## src/rtl/mcr_pkg.sv

```systemverilog
package mcr_pkg;
  localparam int HDR_W = 3;

  typedef enum logic [1:0] {
    FR_NONE = 2'd0,
    FR_INIT = 2'd1,
    FR_STD  = 2'd2
  } frame_kind_e;
endpackage

```

## src/rtl/mcr_sync.sv

```systemverilog
module mcr_sync #(
  parameter int WIDTH  = 3,
  parameter int STAGES = 2
) (
  input  logic             clk,
  input  logic             rst,
  input  logic [WIDTH-1:0] async_i,
  output logic [WIDTH-1:0] level_o
);
  logic [STAGES-1:0][WIDTH-1:0] stg_q;

  always_ff @(posedge clk) begin
    if (rst) begin
      stg_q <= '0;
    end else begin
      stg_q[0] <= async_i;
      for (int i = 1; i < STAGES; i++) stg_q[i] <= stg_q[i-1];
    end
  end

  assign level_o = stg_q[STAGES-1];
endmodule

```

## src/rtl/mcr_shift.sv

```systemverilog
module mcr_shift #(
  parameter int FRAME_BITS = 64
) (
  input  logic                  clk,
  input  logic                  rst,
  input  logic                  shift_i,
  input  logic                  bit_i,
  input  logic                  clear_i,
  output logic [FRAME_BITS-1:0] frame_o,
  output logic                  full_o
);
  localparam int CNT_W   = $clog2(FRAME_BITS + 2);
  localparam int CNT_MAX = FRAME_BITS + 1;

  logic [CNT_W-1:0]      cnt_q;
  logic [FRAME_BITS-1:0] sr_q;

  always_ff @(posedge clk) begin
    if (rst) begin
      cnt_q <= '0;
      sr_q  <= '0;
    end else if (clear_i) begin
      cnt_q <= '0;
    end else if (shift_i) begin
      sr_q <= {bit_i, sr_q[FRAME_BITS-1:1]};
      if (cnt_q != CNT_W'(CNT_MAX)) cnt_q <= cnt_q + 1'b1;
    end
  end

  assign frame_o = sr_q;
  assign full_o  = (cnt_q == CNT_W'(FRAME_BITS));

  AST_CNT_BOUND: assert property (@(posedge clk) disable iff (rst)
    cnt_q <= CNT_W'(CNT_MAX));
  AST_CNT_RESTART: assert property (@(posedge clk) disable iff (rst)
    clear_i |=> (cnt_q == '0));
endmodule

```

## src/rtl/mcr_decode.sv

```systemverilog
module mcr_decode
  import mcr_pkg::*;
#(
  parameter int FRAME_BITS = 64,
  parameter int BYTE_W     = 8,
  parameter int NUM_EXP    = 4,
  parameter int PCNT_W     = 6,
  parameter int PER_W      = 15,
  parameter logic [HDR_W-1:0] HDR_INIT = 3'b111,
  parameter logic [HDR_W-1:0] HDR_STD  = 3'b000
) (
  input  logic [FRAME_BITS-1:0] frame_i,
  output frame_kind_e           kind_o,
  output logic                  ok_o,
  output logic [NUM_EXP-1:0]    exp_o,
  output logic                  dir_o,
  output logic                  en_o,
  output logic [PCNT_W-1:0]     code_o,
  output logic [PER_W-1:0]      per_o,
  output logic [BYTE_W-1:0]     sw_o,
  output logic [BYTE_W-1:0]     dw_o
);
  localparam int B2_LSB = BYTE_W;
  localparam int B3_LSB = 2 * BYTE_W;
  localparam int B4_LSB = 3 * BYTE_W;
  localparam int PER_HI = PER_W - BYTE_W;
  localparam int USED   = B4_LSB + PER_HI;
  localparam int RSV    = BYTE_W - HDR_W - 1;

  logic [HDR_W-1:0]  hdr;
  logic [BYTE_W-1:0] b2, b3;
  logic              rsv_bit;
  logic              unused_hi;

  assign hdr     = frame_i[BYTE_W-1 -: HDR_W];
  assign rsv_bit = frame_i[RSV];
  assign b2      = frame_i[B2_LSB +: BYTE_W];
  assign b3      = frame_i[B3_LSB +: BYTE_W];
  assign unused_hi = ^frame_i[FRAME_BITS-1:USED];

  assign exp_o  = frame_i[NUM_EXP-1:0];
  assign dir_o  = b2[BYTE_W-1];
  assign en_o   = b2[BYTE_W-2];
  assign code_o = b2[PCNT_W-1:0];
  assign per_o  = {frame_i[B4_LSB +: PER_HI], b3};
  assign sw_o   = b2;
  assign dw_o   = b3;

  always_comb begin
    if (hdr == HDR_INIT)     kind_o = FR_INIT;
    else if (hdr == HDR_STD) kind_o = FR_STD;
    else                     kind_o = FR_NONE;
  end

  always_comb begin
    ok_o = 1'b0;
    if (!rsv_bit) begin
      case (kind_o)
        FR_INIT: ok_o = (|b2) && (|b3);
        FR_STD:  ok_o = |per_o;
        default: ok_o = 1'b0;
      endcase
    end
  end
endmodule

```

## src/rtl/mcr_cmd_rx.sv

```systemverilog
module mcr_cmd_rx
  import mcr_pkg::*;
#(
  parameter int FRAME_BYTES = 8,
  parameter int BYTE_W      = 8,
  parameter int NUM_EXP     = 4,
  parameter int PCNT_W      = 6,
  parameter int PER_W       = 15,
  parameter int SYNC_STAGES = 2
) (
  input  logic               clk,
  input  logic               rst,
  input  logic               ser_clk_i,
  input  logic               ser_dat_i,
  input  logic               ser_lat_i,
  output logic [NUM_EXP-1:0] exp_hiz_o,
  output logic               ch_dir_o,
  output logic               ch_en_o,
  output logic [PCNT_W-1:0]  pulse_code_o,
  output logic [PER_W-1:0]   pulse_per_o,
  output logic [BYTE_W-1:0]  start_wait_o,
  output logic [BYTE_W-1:0]  drive_wait_o,
  output logic               frame_err_o
);
  localparam int FRAME_BITS = FRAME_BYTES * BYTE_W;

  logic [2:0] pins_s;
  logic       sclk_prev_q, lat_prev_q;
  logic       bit_rise, lat_rise;

  mcr_sync #(.WIDTH(3), .STAGES(SYNC_STAGES)) sync_i (
    .clk     (clk),
    .rst     (rst),
    .async_i ({ser_lat_i, ser_dat_i, ser_clk_i}),
    .level_o (pins_s)
  );

  always_ff @(posedge clk) begin
    if (rst) begin
      sclk_prev_q <= 1'b0;
      lat_prev_q  <= 1'b0;
    end else begin
      sclk_prev_q <= pins_s[0];
      lat_prev_q  <= pins_s[2];
    end
  end

  assign bit_rise = pins_s[0] & ~sclk_prev_q;
  assign lat_rise = pins_s[2] & ~lat_prev_q;

  logic [FRAME_BITS-1:0] frame;
  logic                  full;

  mcr_shift #(.FRAME_BITS(FRAME_BITS)) shift_i (
    .clk     (clk),
    .rst     (rst),
    .shift_i (bit_rise),
    .bit_i   (pins_s[1]),
    .clear_i (lat_rise),
    .frame_o (frame),
    .full_o  (full)
  );

  frame_kind_e          kind;
  logic                 ok;
  logic [NUM_EXP-1:0]   d_exp;
  logic                 d_dir, d_en;
  logic [PCNT_W-1:0]    d_code;
  logic [PER_W-1:0]     d_per;
  logic [BYTE_W-1:0]    d_sw, d_dw;

  mcr_decode #(
    .FRAME_BITS (FRAME_BITS),
    .BYTE_W     (BYTE_W),
    .NUM_EXP    (NUM_EXP),
    .PCNT_W     (PCNT_W),
    .PER_W      (PER_W)
  ) dec_i (
    .frame_i (frame),
    .kind_o  (kind),
    .ok_o    (ok),
    .exp_o   (d_exp),
    .dir_o   (d_dir),
    .en_o    (d_en),
    .code_o  (d_code),
    .per_o   (d_per),
    .sw_o    (d_sw),
    .dw_o    (d_dw)
  );

  logic commit;
  assign commit = lat_rise & full;

  always_ff @(posedge clk) begin
    if (rst) begin
      exp_hiz_o    <= '1;
      ch_dir_o     <= 1'b0;
      ch_en_o      <= 1'b0;
      pulse_code_o <= '0;
      pulse_per_o  <= '0;
      start_wait_o <= '0;
      drive_wait_o <= '0;
      frame_err_o  <= 1'b0;
    end else if (commit) begin
      if (ok) begin
        exp_hiz_o <= d_exp;
        if (kind == FR_INIT) begin
          start_wait_o <= d_sw;
          drive_wait_o <= d_dw;
        end else begin
          ch_dir_o     <= d_dir;
          ch_en_o      <= d_en;
          pulse_code_o <= d_code;
          pulse_per_o  <= d_per;
        end
      end else begin
        frame_err_o <= 1'b1;
      end
    end
  end

  AST_HOLD_IDLE: assert property (@(posedge clk) disable iff (rst)
    !commit |=> $stable(exp_hiz_o) && $stable(pulse_per_o) && $stable(start_wait_o) && $stable(ch_en_o));
  AST_PARTIAL_KEEP: assert property (@(posedge clk) disable iff (rst)
    (lat_rise && !full) |=> $stable(frame_err_o) && $stable(drive_wait_o));
  AST_BAD_DROP: assert property (@(posedge clk) disable iff (rst)
    (commit && !ok) |=> frame_err_o && $stable(exp_hiz_o) && $stable(pulse_per_o) && $stable(start_wait_o));
  AST_ERR_STICKY: assert property (@(posedge clk) disable iff (rst)
    frame_err_o |=> frame_err_o);
  AST_INIT_KEEPS_STD: assert property (@(posedge clk) disable iff (rst)
    (commit && ok && kind == FR_INIT) |=> $stable(pulse_per_o) && $stable(pulse_code_o) && $stable(ch_en_o));
  AST_STD_KEEPS_INIT: assert property (@(posedge clk) disable iff (rst)
    (commit && ok && kind == FR_STD) |=> $stable(start_wait_o) && $stable(drive_wait_o));
  AST_EXP_FOLLOWS: assert property (@(posedge clk) disable iff (rst)
    (commit && ok) |=> exp_hiz_o == $past(d_exp));
endmodule

```

## config.mk

```make
export PLATFORM = sky130hd
export DESIGN_NAME = mcr_cmd_rx
export DESIGN_NICKNAME = d
export VERILOG_FILES = /design/src/rtl/mcr_pkg.sv /design/src/rtl/mcr_sync.sv /design/src/rtl/mcr_shift.sv /design/src/rtl/mcr_decode.sv /design/src/rtl/mcr_cmd_rx.sv
export SDC_FILE = /design/constraint.sdc
export NUM_CORES = 1
export LEC_CHECK = 0
export BUFFER_PORTS_ARGS = -buffer_cell sky130_fd_sc_hd__buf_2
export CAP_MARGIN = 20
export CORE_MARGIN = 10
export CORE_UTILIZATION = 40
export CTS_CLUSTER_SIZE = 10
export DETAILED_ROUTE_END_ITERATION = 8
export HOLD_SLACK_MARGIN = 0.03
export SYNTH_ARGS = -nofsm -noshare
export SYNTH_HDL_FRONTEND = slang
export SYNTH_SLANG_ARGS = --single-unit
```

## constraint.sdc

```tcl
create_clock -name clk -period 3.35 [get_ports clk]
set_input_delay 0.5025 -clock clk [delete_from_list [all_inputs] [get_ports clk]]
set_output_delay 0.5025 -clock clk [all_outputs]
set_load 0.05 [all_outputs]
```

* After elaboration in Yosys (flattened, before gate mapping)
Cells that the tools add are included.
Cells by class: multipliers 0, $add $sub $neg 1, equality and inequality tests 5, div/mod/pow operators 0, $lt $le $gt $ge 0, shift operators 0, bitwise operators 8, multiplexer cells 4, reductions and logical operators 12
Operator list (count):
- 8-bit OR reduction | 2
- 15-bit OR reduction | 1
- 2-bit AND reduction | 4
- 7-bit by 1-bit adder with 7-bit output (second input constant) | 1
- 7-bit == test (second input constant) | 1
- 7-bit inequality test (second input constant) | 1
- 3-bit AND reduction | 2
- 1-bit inverter | 5
- 2-bit two-way mux | 2
- 1-bit AND | 3
- 3-bit == test (second input constant) | 1
- 3-bit zero test | 1
- 2-bit by 1-bit == test with 1-bit output (second input constant) | 1
- 2-bit == test (second input constant) | 1
- 1-bit case mux with 2 select lines | 1
- 2-bit OR reduction | 1
- 1-bit logical AND | 1
- 1-bit two-way mux | 1
Word-level totals: flip-flop bits (word level) 123, memory bits (read-only) 0, bits in writable memories 0, bits in latches 0, memories 0, input bits 5

* Longest topological paths before layout
depth in word-level cells 8, mapped depth 8, gate-level depth less buffers 6

* Hierarchy
From an unflattened synthesis, not the netlist that was laid out.
Unflattened totals: cell total of the unflattened synthesis 594, area total of the unflattened synthesis 5250.0 um^2
Modules (own cells, without submodules):
- mcr_shift | area an instance 2620.0 um^2, cells an instance 325, seq. area each 1421.4 um^2, times used 1
- mcr_cmd_rx | area an instance 2031.9 um^2, cells an instance 196, seq. area each 920.9 um^2, times used 1
- mcr_decode | area an instance 417.9 um^2, cells an instance 58, seq. area each 0.0 um^2, times used 1
- mcr_sync | area an instance 180.2 um^2, cells an instance 15, seq. area each 120.1 um^2, times used 1

* Least setup slack after synthesis
Ideal clock, no wire load.
path kind register to register, start point reg shift_i.sr_q[16], in the netlist shift_i.frame_o[16], end point reg drive_wait_o[0], slack 1621 ps, path buffers 2, stages on the path, launching flop included 7, data required time 3278 ps, arrival 1658 ps, path through dfxtp_1 > or4_4 > o211ai_4 > or2_1 > buf_6 > buf_12 > mux2i_1
Between the ends: longest elaborated chain between the ends 5
Ends and longest elaborated chain:
- from (decl) | line mcr_shift.sv:16 | logic [FRAME_BITS-1:0] sr_q;
- from (signal assigned) | line mcr_shift.sv:25 | sr_q <= {bit_i, sr_q[FRAME_BITS-1:1]};
- 8-bit OR reduction | line mcr_decode.sv:59 | FR_INIT: ok_o = (|b2) && (|b3);
- 1-bit logical AND | line mcr_decode.sv:59
- 1-bit case mux with 2 select lines | line mcr_decode.sv:58 | case (kind_o)
- 1-bit two-way mux | line mcr_decode.sv:57 | if (!rsv_bit) begin
- 3-bit AND reduction (no line)
- to (signal assigned) | line mcr_cmd_rx.sv:109 | drive_wait_o <= d_dw;
- to (decl) | line mcr_cmd_rx.sv:22 | output logic [BYTE_W-1:0] drive_wait_o,
Several ways; a longest one is shown, not always the timed one. A chain may end at the register's enable or synchronous reset.

* Worst setup path in the final report
start point reg shift_i.sr_q[16], in the netlist shift_i.frame_o[16], end point reg drive_wait_o[4]
Between the ends: longest elaborated chain between the ends 5
Ends and longest elaborated chain (line):
- 8-bit OR reduction | mcr_decode.sv:59
- 1-bit logical AND | mcr_decode.sv:59
- 1-bit case mux with 2 select lines * | mcr_decode.sv:58
- 1-bit two-way mux * | mcr_decode.sv:57
- 3-bit AND reduction (no line) *
Every way passes the cells marked *; elsewhere a longest branch is shown, timed or not.

==> reports/qor.yml <==
outcome:
  status: "complete, no violations"
clock_tree:
  ctsHoldBuffers: 0
  clk_pin_slew_ns: 0.05
  cts_htree_levels: 4
  worstSkewPairLatency_ns: 0.41
  cts_buffer_depth: 2
  cts-root-buf: "clkbuf_16"
  cts_buffers: 17
  cts_sinks: 123
  tritoncts: "built"
  cts_resized: 0
  cts_setup_buffers: 0
critical_path:
  r2r-start: "shift_i.frame_o[16]$_SDFFE_PP0P_"
  crit_arrival_ns: 2.62
  r2r_cells: 4
  crit_required_ns: 3.68
  path_max_fanout: 16
  criticalPathCategory: "flop to flop"
  timing.rr.end: "drive_wait_o[4]$_SDFFE_PP0P_"
  r2r_setup_slack_ns: 1.06
  setup.worst_path.start_class: "flop"
  startpoint: "shift_i.frame_o[16]$_SDFFE_PP0P_"
  crit_path_end: "drive_wait_o[4]$_SDFFE_PP0P_"
  endpoint_kind: "flop"
drt:
  dr.pass1.iters: 4
  viasPerCell: 5.109
  route.detailed.drc: 0
  post_drt_wl_per_cell_um: 13.90
  vias: 3719
  wirelength_mm: 10.12
  ant_nets: 0
  drtIter0Drc: 257
timing:
  fin_crit_ns: 2.287
  setup_viol: 0
  hold_viol: 0
  setup_ws_ns: 1.063
  worst_pin_slew_ns: 0.9614
  slew_violations: 0
  tns_ns: 0
  max_slew_margin_pct: 35.91
  rsz0062_at_grt: "no"
  fin_skew_ns: 0.007786
  fin_crit_sh_pct: 68.28
  max_freq_ghz: 0.4372
floorplanning:
  die_h_um: 127.3
  dieArea_sq_mm: 0.01620
  std_cell_rows: 39
  ios: 49
  die_w_um: 127.3
  initial_core_util_pct: 40.66
  core_sq_mm: 0.01132
synth:
  synth_ff_type: "dfxtp_1"
  synthesis.area_sq_mm: 0.004603
  synth_nets: 544
  synth_edf_count: 0
  synth_top_area_share_pct: 53.49
  yosysSeqAreaShare_pct: 53.49
  ys_warn_count: 0
  netlist_instances: 536
  synth_cell_types: 39
  synth_largest_area_cell: "dfxtp_1"
  yosys-top-cells-area: "dfxtp_1 53%, nand2_1 14%, a21oi_1 7.1%, o211ai_1 4.4%, mux2i_1 3.7%"
  synth_area_per_cell_sq_um: 8.588
  async_reset_ff_share_pct: 0
  ys_ff_latch: 123
placed_design:
  pre_cts_ws_ns: 1.045
  portBuffers: 48
  place_area_sq_mm: 0.004922
  place.gp.congestion: 0.7583
  dpl.hpwl_mm: 6.712
  dp_cells: 697
cells_and_area:
  diodes: 0
  fillers: 1100
  layout_common_cells: "171 x nand2_1, 123 x dfxtp_1, 65 x a21oi_1"
  fin_cells: 728
  synthToLayoutAreaGrowth_pct: 19.30
  final_area_sq_mm: 0.005492
  drive_above_1_share_pct: 15.90
  fin_nets: 581
  final_common_cell: "nand2_1"
worst_hold_path:
  min_path_type: "input port to flop"
  hp-start: "ser_clk_i"
grt:
  antenna_found_initial: 0
  grt_pass1_vias: 3501
  grt_pass1_wl_mm: 17.14
  grt.total_usage_pct: 12.87
  overflow: 0
  grt_start_max_net_pins: 74
power_and_ir_drop:
  p_sw_share_pct: 19.98
  peakVddDrop_v: 0.0003407
  comb_power_share_pct: 1.9
  clkPwrFrac_pct: 53.1
  p_switching_w: 0.0006544
  seq_power_share_pct: 45.0
  internal_power_w: 0.002621
  powerDensity_mw_per_mm2: 596.4
  p_leak_nw: 2.087
  power_w: 0.003275
run:
  maxCapViolations: 0
[worst min-delay path by stage]
stage | end | slack [ns] | cells past startpoint
2_1_floorplan | sync_i.level_o[0]$_SDFF_PP0_ | 0.41 | 1
3_3_place_gp | shift_i.frame_o[63]$_SDFFE_PP0P_ | 0.43 | 2
3_5_place_dp | sync_i.level_o[1]$_SDFF_PP0_ | 0.43 | 1
4_1_cts | sync_i.stg_q[0]$_SDFF_PP0_ | 0.29 | 2
5_1_grt | sync_i.stg_q[2]$_SDFF_PP0_ | 0.30 | 2
6_report | sync_i.stg_q[0]$_SDFF_PP0_ | 0.30 | 2
[cell usage after synthesis, types with 3 or more instances]
cell type and instances:
nand4_1 4, buf_2 3, nor2_1 7, a21oi_1 65
xor2_1 4, nand2_1 171, nand3_1 4, dfxtp_1 123
clkbuf_1 31, o211ai_1 27, nor2b_1 10, o221ai_1 4
inv_1 8, ha_1 3, o21ai_0 22, nor4_1 7
mux2i_1 17
[stage by stage]
step	utilization (%)	hold slack, ns
global placement	43.48	0.4257
floorplan	-	0.4138
global route	48.51	0.3028
CTS	48.51	0.2886
detailed placement	43.48	0.4285
finish	48.51	0.3031
[cell type report]
cell class | instances | area, sq um | share of cell area [%]
clock buffers | 22 | 474.2 | 8.635
clock inverters | 9 | 95.09 | 1.732
well taps | 143 | 178.9 | 3.258
flip-flops and latches | 123 | 2462 | 44.84
inverters | 8 | 30.03 | 0.5468
repair buffers | 56 | 300.3 | 5.468
multi-input cells | 367 | 1951 | 35.52
[logic make-up (layout without fill, tap and decap cells)]
family / Yosys count / after routing / share of synthesized area (%)
AND/OR/NAND/NOR: 217 / 217 / 20.58
AO/OA/AOI/OAI: 125 / 125 / 16.12
flip-flops: 123 / 123 / 53.49
buffers and inverters: 46 / 95 / 4.349
multiplexers: 17 / 17 / 3.697
XOR/XNOR: 5 / 5 / 0.9513
adder cells (fa/ha/maj): 3 / 3 / 0.8155
[layer usage]
| metal | vias to the layer above | GRT usage, % | routed length [um] |
|---|---|---|---|
| li1 | 1894 | - | - |
| met1 | 1742 | 15.65 | 4815 |
| met2 | 74 | 19.61 | 4595 |
| met3 | 9 | 5.335 | 594 |
| met4 | 0 | 5.425 | 115 |
| met5 | - | 0 | 0 |
[state kept, by name, indices dropped and copies added (netlist names), 4 cells and up]
signal / cells
shift_i.frame_o: 64
pulse_per_o: 15
drive_wait_o: 8
start_wait_o: 8
shift_i.cnt_q: 7
pulse_code_o: 6
exp_hiz_o: 4
[critical path: stages, from the launching register on]
cell and delay [ns]:
dfxtp_1 0.34, or4_4 0.56, o211ai_4 0.25, or2_1 0.77, mux2i_1 0.27
[power groups by stage]
stage	sequential (W)	combinational, W	clock (W)
floorplan	0.00150	0.0000483	0
global placement	0.00150	0.0000626	0
detailed placement	0.00150	0.0000637	0
CTS	0.00147	0.0000640	0.00178
global route	0.00147	0.0000708	0.00186
finish	0.00147	0.0000634	0.00174
Note: power is estimated with default switching activity, not from simulation.
